<file path="config.mk">
export PLATFORM = sky130hd
export DESIGN_NAME = int_prio_arb
export DESIGN_NICKNAME = d
export VERILOG_FILES = /design/src/rtl/int_prio_arb_pkg.sv /design/src/rtl/arb_mc_timer.sv /design/src/rtl/arb_prio_select.sv /design/src/rtl/arb_insvc_track.sv /design/src/rtl/int_prio_arb.sv
export SDC_FILE = /design/constraint.sdc
export NUM_CORES = 1
export LEC_CHECK = 0
export CAP_MARGIN = 10
export CORE_ASPECT_RATIO = 0.9
export CORE_MARGIN = 2
export CORE_UTILIZATION = 28
export CTS_BUF_LIST = sky130_fd_sc_hd__clkbuf_4 sky130_fd_sc_hd__clkbuf_8 sky130_fd_sc_hd__clkbuf_16
export DETAILED_ROUTE_END_ITERATION = 8
export PLACE_DENSITY = 0.69
export SLEW_MARGIN = 20
export SYNTH_ARGS = -nofsm -noshare
export SYNTH_HDL_FRONTEND = slang
export SYNTH_SLANG_ARGS = --single-unit
</file>
<file path="constraint.sdc">
create_clock -name clk -period 3 [get_ports clk]
set_input_delay 0.6 -clock clk [delete_from_list [all_inputs] [get_ports clk]]
set_output_delay 0.6 -clock clk [all_outputs]
set_load 0.005 [all_outputs]
</file>
<file path="src/rtl/int_prio_arb_pkg.sv">
package int_prio_arb_pkg;

  // Call address of a source: base plus index times stride.
  function automatic logic [31:0] vec_of(input int unsigned idx,
                                         input logic [31:0] base,
                                         input int unsigned step);
    return base + 32'(idx * step);
  endfunction

  // Lowest set bit index of a 32-bit mask (0 when the mask is empty).
  function automatic logic [4:0] lowest_set(input logic [31:0] m);
    logic [4:0] r;
    r = '0;
    for (int i = 31; i >= 0; i--) begin
      if (m[i]) r = 5'(i);
    end
    return r;
  endfunction

endpackage

</file>
<file path="src/rtl/arb_mc_timer.sv">
module arb_mc_timer #(
  parameter int MC_LEN = 12
) (
  input  logic clk,
  input  logic rst_n,
  output logic tick_o
);
  localparam int CW = (MC_LEN > 1) ? $clog2(MC_LEN) : 1;
  localparam logic [CW-1:0] LAST = CW'(MC_LEN - 1);

  logic [CW-1:0] cnt_q;

  always_ff @(posedge clk or negedge rst_n) begin
    if (!rst_n)           cnt_q <= '0;
    else if (cnt_q == LAST) cnt_q <= '0;
    else                  cnt_q <= cnt_q + 1'b1;
  end

  assign tick_o = (cnt_q == LAST);
endmodule

</file>
<file path="src/rtl/arb_prio_select.sv">
module arb_prio_select
  import int_prio_arb_pkg::*;
#(
  parameter int NSRC = 8
) (
  input  logic [NSRC-1:0] req_i,
  input  logic [NSRC-1:0] en_i,
  input  logic [NSRC-1:0] lvl_i,
  input  logic            glob_en_i,
  input  logic [1:0]      insvc_i,
  output logic            vld_o,
  output logic [$clog2(NSRC)-1:0] idx_o,
  output logic            lvl_o
);
  localparam int IW = $clog2(NSRC);

  logic [NSRC-1:0] hi_mask, lo_mask;

  for (genvar g = 0; g < NSRC; g++) begin : g_mask
    assign hi_mask[g] = glob_en_i & req_i[g] & en_i[g] &  lvl_i[g];
    assign lo_mask[g] = glob_en_i & req_i[g] & en_i[g] & ~lvl_i[g];
  end

  logic hi_ok, lo_ok;
  // High requests may enter unless a high routine runs; low ones only when idle.
  assign hi_ok = (|hi_mask) & ~insvc_i[1];
  assign lo_ok = (|lo_mask) & ~insvc_i[1] & ~insvc_i[0];

  always_comb begin
    vld_o = hi_ok | lo_ok;
    lvl_o = hi_ok;
    if (hi_ok) idx_o = IW'(lowest_set(32'(hi_mask)));
    else       idx_o = IW'(lowest_set(32'(lo_mask)));
  end
endmodule

</file>
<file path="src/rtl/arb_insvc_track.sv">
module arb_insvc_track (
  input  logic       clk,
  input  logic       rst_n,
  input  logic       set_i,
  input  logic       set_lvl_i,
  input  logic       reti_i,
  output logic [1:0] insvc_o
);
  logic [1:0] clr, set;

  always_comb begin
    clr = 2'b00;
    if (reti_i) clr = insvc_o[1] ? 2'b10 : 2'b01;
    set = 2'b00;
    if (set_i) set = set_lvl_i ? 2'b10 : 2'b01;
  end

  always_ff @(posedge clk or negedge rst_n) begin
    if (!rst_n) insvc_o <= 2'b00;
    else        insvc_o <= (insvc_o & ~clr) | set;
  end
endmodule

</file>
<file path="src/rtl/int_prio_arb.sv">
module int_prio_arb
  import int_prio_arb_pkg::*;
#(
  parameter int              NSRC     = 8,
  parameter int              ADDR_W   = 16,
  parameter logic [31:0]     VEC_BASE = 32'h0003,
  parameter int              VEC_STEP = 8,
  parameter int              MC_LEN   = 12
) (
  input  logic              clk,
  input  logic              rst_n,
  input  logic [NSRC-1:0]   req_i,
  input  logic [NSRC-1:0]   en_i,
  input  logic [NSRC-1:0]   lvl_i,
  input  logic              glob_en_i,
  input  logic              reti_i,
  output logic              ack_o,
  output logic [ADDR_W-1:0] vec_o,
  output logic [NSRC-1:0]   src_ack_o,
  output logic [1:0]        insvc_o
);
  localparam int IW = $clog2(NSRC);

  // Named internal events
  logic          mc_tick;
  logic          sel_vld;
  logic [IW-1:0] sel_idx;
  logic          sel_lvl;
  logic          grant_fire;

  arb_mc_timer #(.MC_LEN(MC_LEN)) u_tmr (
    .clk(clk), .rst_n(rst_n), .tick_o(mc_tick)
  );

  arb_prio_select #(.NSRC(NSRC)) u_sel (
    .req_i(req_i), .en_i(en_i), .lvl_i(lvl_i), .glob_en_i(glob_en_i),
    .insvc_i(insvc_o), .vld_o(sel_vld), .idx_o(sel_idx), .lvl_o(sel_lvl)
  );

  assign grant_fire = mc_tick & sel_vld;

  arb_insvc_track u_isv (
    .clk(clk), .rst_n(rst_n), .set_i(grant_fire), .set_lvl_i(sel_lvl),
    .reti_i(reti_i), .insvc_o(insvc_o)
  );

  always_ff @(posedge clk or negedge rst_n) begin
    if (!rst_n) begin
      ack_o     <= 1'b0;
      vec_o     <= '0;
      src_ack_o <= '0;
    end else begin
      ack_o     <= grant_fire;
      src_ack_o <= grant_fire ? (NSRC'(1) << sel_idx) : '0;
      if (grant_fire)
        vec_o <= ADDR_W'(vec_of(32'(sel_idx), VEC_BASE, VEC_STEP));
    end
  end
endmodule

</file>
# Word-level counts from Yosys, hierarchy flattened
# Cells that the tools add are included.
# W data, S select, Z words.
# op_classes
add_sub_neg,2
n_mul,0
div_mod_pow,0
order_cmp,0
n_eq_ne,1
n_shift,1
n_mux,23
n_bitwise,50
n_reduce_logical,2
# op_table
cell,n
$mux W3,17
$and A1 B1 Y1,36
$reduce_or A8 Y1,2
$not A1 Y1,10
$mux W2,4
$mux W8,1
$shl A1 B3 Y8 const A,1
$add A2 B6 Y7 const A,1
$add A4 B1 Y4 const B,1
$eq A4 B4 Y1 const B,1
$mux W4,1
$and A2 B2 Y2,1
$not A2 Y2,1
$or A2 B2 Y2,1
$or A1 B1 Y1,1
# word_totals
reg_bits,31
latchBits,0
mem_bits_rw,0
rom_bits,0
in_bits,28
out_inout_bits,27
elab_cells,84
mem_count,0

# Longest topological paths before layout
# depth
ltp_word,14
ltp_mapped,7
ltp_nobuf,5

# Cells and area by module
# From an unflattened synthesis, not the netlist that was laid out.
# unflattened
cells_unflattened,120
hier_area_um2,1188.6
# by_module_without_submodules
module,n_inst,cells_per_inst,area_each_um2,seq_area_each_um2
int_prio_arb,1,44,540.5,325.3
arb_prio_select,1,54,392.9,0.0
arb_mc_timer,1,14,173.9,100.1
arb_insvc_track,1,8,81.3,50.0

# Least setup slack after synthesis
# OpenSTA, ideal clock, no wires.
# synth_path
kind,input to register
startpoint,input glob_en_i
endpoint,register src_ack_o[0]
setup_ps,121
t_arrival_ps,2103
required_time_ps,2879
setup_slack_ps,776
cell_stages,7
path_buffers,2
cell_sequence,buf_6 buf_8 and4_4 nor4bb_4 a21o_2 mux2_1 and4b_1
# synth_between
elab_chain_len,14
elab_cells_between_ends,58
classes_between,1 x shift; 18 x mux; 37 x bitwise; 2 x reduce/logical
# synth_rtl
element,line_no,text
start: declaration,int_prio_arb.sv:15,"input logic glob_en_i,"
$and A1 B1 Y1 (2 in a row),"arb_prio_select.sv:20, arb_prio_select.sv:21",
$and A1 B1 Y1 (on tied branches),"arb_prio_select.sv:21, arb_prio_select.sv:20",
$mux W3 (8 in a row),int_prio_arb_pkg.sv:15,if (m[i]) r = 5'(i);
$mux W3,arb_prio_select.sv:32,if (hi_ok) idx_o = IW'(lowest_set(32'(hi_mask)));
$shl A1 B3 Y8,int_prio_arb.sv:54,src_ack_o <= grant_fire ? (NSRC'(1) << sel_idx) : '0;
$mux W8 *,int_prio_arb.sv:54,
end signal: assignment,int_prio_arb.sv:54,
end: declaration,int_prio_arb.sv:19,"output logic [NSRC-1:0] src_ack_o,"
# Mark *: on every way between the ends. The rest lies on a longest branch, timed or not.
# A chain may end at the register's enable or synchronous reset.

# Worst setup path after layout
# layout_path
startpoint,input glob_en_i
endpoint,register vec_o[4]
# layout_between
elab_cells_between_ends,57
classes_between,1 x add/sub; 17 x mux; 37 x bitwise; 2 x reduce/logical
# layout_lines
element,line_no,text
$and A1 B1 Y1 (2 in a row),"arb_prio_select.sv:20, arb_prio_select.sv:21",
$and A1 B1 Y1,arb_prio_select.sv:21,assign lo_mask[g] = glob_en_i & req_i[g] & en_i[g] & ~lvl_i[g];
$reduce_or A8 Y1,arb_prio_select.sv:27,assign lo_ok = (|lo_mask) & ~insvc_i[1] & ~insvc_i[0];
$and A1 B1 Y1 (2 in a row),arb_prio_select.sv:27,
$or A1 B1 Y1 *,arb_prio_select.sv:30,vld_o = hi_ok | lo_ok;
$and A1 B1 Y1 *,int_prio_arb.sv:40,assign grant_fire = mc_tick & sel_vld;
net grant_fire,int_prio_arb.sv:29,logic grant_fire;
end signal: assignment,int_prio_arb.sv:56,"vec_o <= ADDR_W'(vec_of(32'(sel_idx), VEC_BASE, VEC_STEP));"
end: declaration,int_prio_arb.sv:18,"output logic [ADDR_W-1:0] vec_o,"
# Mark *: on every way through the listed nets, which the timed path passes. The rest lies on a longest branch.

==> results.txt <==
Global-route met3 utilization: 1.34%. The HPWL after detailed placement is 2350 µm. The final-report max-slew violation count came out at 0. The tools report the number of instances resized during post-cts repair as 0.

Hold is met by 0.475 ns. Clock tree synthesis selected as its root buffer the cell clkbuf_8. For the endpoint required time on the critical path, the log shows 3.13 ns. The net count of the finished layout is 186. The number of maximum-capacitance constraint violations is 0.

Sorting the synthesized cells by area gives the leading types as dfrtp_1 38%, buf_4 7.2%, nand4b_1 4.2%. For the via count of the first global-routing pass, the log shows 1064. The dominant synthesized flop cell was dfrtp_1. The largest driver fanout on the critical path was 18; the period utilization was 85.2%.

The accumulated negative setup slack came out at 0 ns. Headroom to the max-slew limit came out at 45.0%. Clock-pin slew was measured on the worst setup and hold paths at 0.07 ns.

The flop and latch count out of synthesis came out at 19. After synthesis, flip-flops and latches occupy 38.2% of the total area. TritonCTS built the clock tree. Routability-driven placement finished with a final weighted congestion of 0.801. The number of clock buffers added by TritonCTS is 3. The count of buffers inserted at the top-level ports was 43; the total overflow reported by the global router was 0. Timing would allow up to 391 MHz.

Area of the mapped netlist: 1240 µm². The die outline width was 74.3 µm. Setup repair after global routing left no endpoint under its margin. For met2 alone, demand over resource in global routing was 21.9%.

met2 is the most crowded layer. The final critical path time including I/O delays and setup was 2.56 ns. By count the netlist is led by 19 x dfrtp_1, 12 x buf_4. In this run the count of I/O pins placed on the die edge is 55. After floorplanning, the core was divided into 22 placement rows. For the worst path arrival time, the log shows 2.69 ns. The worst setup path is launched from a primary input. The final routed wire length divided by cell count was 13.0 µm. The share of async-settable or async-resettable flops after synthesis is 100%, and the count of filler cells inserted in the layout is 435.

The type of the worst setup path was primary input to register. The die covers 5000 µm². The run gives 0 as the remaining number of nets flagged by the antenna check after routing. The CTS H-tree depth is 1.

The first global-routing pass estimated 4740 µm of wire. The setup fix buffers added after clock tree synthesis was 0. VDD sags by at most 0.176 mV.

For this run, the number of Yosys warnings is 0. STA classifies the critical path endpoint as a register. The area growth from synthesis to layout is 38.6%. Dividing the detail-routed via count by the number of cells gives 4.81. The core region is 4180 µm².

After synthesis, the netlist uses 44 different library cells. The setup slack at placement was 0.204 ns. The sum of routed wire length over all layers was 2810 µm. Library cell with the largest summed area after synthesis: dfrtp_1. Entering global routing, the biggest net connects 20 pins.

For the worst-skew pair, the clock arrives at the later sink with an insertion delay of 0.25 ns. The worst-margin pin slew came out at 0.823 ns. The average footprint of a synthesized cell is 11.1 µm². The tree built by TritonCTS fans out to 19 sinks. For this design the ratio of total power to cell area is 345 nW/µm². The number of flops mapped to enable cells by yosys is 0. For the number of antenna violations at the first check in global routing, the log shows 0. The tightest min-delay check is of the register to register type. The synthesized design devotes to its leading area cell type 38.2% of total area. For the worst-case clock buffer depth, the log shows 2. For this design the static power due to leakage is 0.000722 µW. The number of vias after detailed routing was 1038; the starting density of the core was 29.8%. In the final layout, the share of cells above drive strength 1 is 16.0%. Cell with the most instances after synthesis: dfrtp_1.

Across every metal layer, demand over resource in global routing totals 11.9%. For the final database, setup skew stands at 0.00758 ns. The tools report the number of hold violations in the final report as 0.

For the number of violations reported at the end of detailed-routing iteration 0, the log shows 64. The number of antenna diodes in the final layout is 0. For this design, the CTS-stage hold fixing added 0 buffers. The post-detailed-route DRC marker count was 0. Setup violations remaining at the end of the flow were counted as 0. After technology mapping, the gate count stands at 112. The die extent in y is 67.3 µm, and the worst-case setup margin in the final layout is 0.444 ns.

The tools report the met1 track utilization from global routing as 14.6%. The flow ran to the end, and the final reports show no timing, DRC or antenna violations. The number of detailed-route iterations in the first pass came out at 4.
where the power goes:
part	total [µW]	switching (µW)	internal, µW
Clock	170	78.4	92.0
Sequential	278	10.4	268
Combinational	147	62.6	84.3
layer usage:
layer  share of wire [%]  vias to the layer above
li1                    -                      507
met1                  44                      493
met2                  50                       36
met3                 5.3                        2
met4                0.89                        0
met5                   0                        -
worst max-delay path: stages:
cell             delay (ns)
clkdlybuf4s50_1        0.45
buf_4                  0.19
nand4b_1               0.16
nor4b_2                0.22
a2111oi_4              0.53
or2_4                  0.23
mux2_4                 0.29
kinds of logic after synthesis:
logic type	count (synthesis)	synth area share, %
flip-flops	19	38.2
adder cells (fa/ha/maj)	1	1.00
AO/OA/AOI/OAI	26	18.3
other	1	0.301
multiplexers	3	2.91
buffers and inverters	18	10.6
AND/OR/NAND/NOR	44	28.7
stage by stage:
step | instances | utilization (%) | instance area, µm² | power [µW]
2_1_floorplan | 122 | - | 1280 | 359
3_3_place_gp | 212 | 40.1 | 1680 | 426
3_5_place_dp | 212 | 40.1 | 1680 | 430
4_1_cts | 216 | 41.2 | 1730 | 599
5_1_grt | 216 | 41.2 | 1730 | 627
6_report | 216 | 41.2 | 1730 | 595
final timing paths:
path                       cells after the start            from  slack [ns]        endpoint
max                                            7       glob_en_i        0.44        vec_o[4]
min                                            1  u_tmr.cnt_q[0]        0.48  u_tmr.cnt_q[0]
max reg2reg                                    5  u_tmr.cnt_q[0]        0.99        vec_o[4]
min reg2reg                                    1  u_tmr.cnt_q[0]        0.48  u_tmr.cnt_q[0]
max in group asynchronous                      1           rst_n        1.66        vec_o[4]
min in group asynchronous                      1           rst_n        0.82    src_ack_o[6]
sequential cells by signal (all words and copies together), names as in the netlist:
signal         count
src_ack_o          8
u_isv.insvc_o      2
ack_o              1
u_tmr.cnt_q        4
vec_o              4
final cells by class:
type	instances	area (µm²)	area share, %
multi-input combinational	85	676	39.2
sequential	19	475	27.6
timing repair buffer	44	438	25.4
tap	60	75.1	4.35
clock buffer	3	41.3	2.39
inverter	4	15.0	0.870
clock inverter	1	5.00	0.290
cells in the final DEF (no fill, tap or decap), drive strengths merged, types with 2 or more instances in the layout:
master,instances
conb,11
o21ai,4
nor3,3
and4,4
nand4,6
nand3,2
mux2,2
a211oi,7
nand2,6
clkbuf,3
inv,4
a31oi,2
o21bai,2
and4b,7
nand4b,6
o22ai,3
or2,2
dfrtp,19
nand2b,2
o211ai,2
clkdlybuf4s50,43
Note: power is estimated with default switching activity, not from simulation.
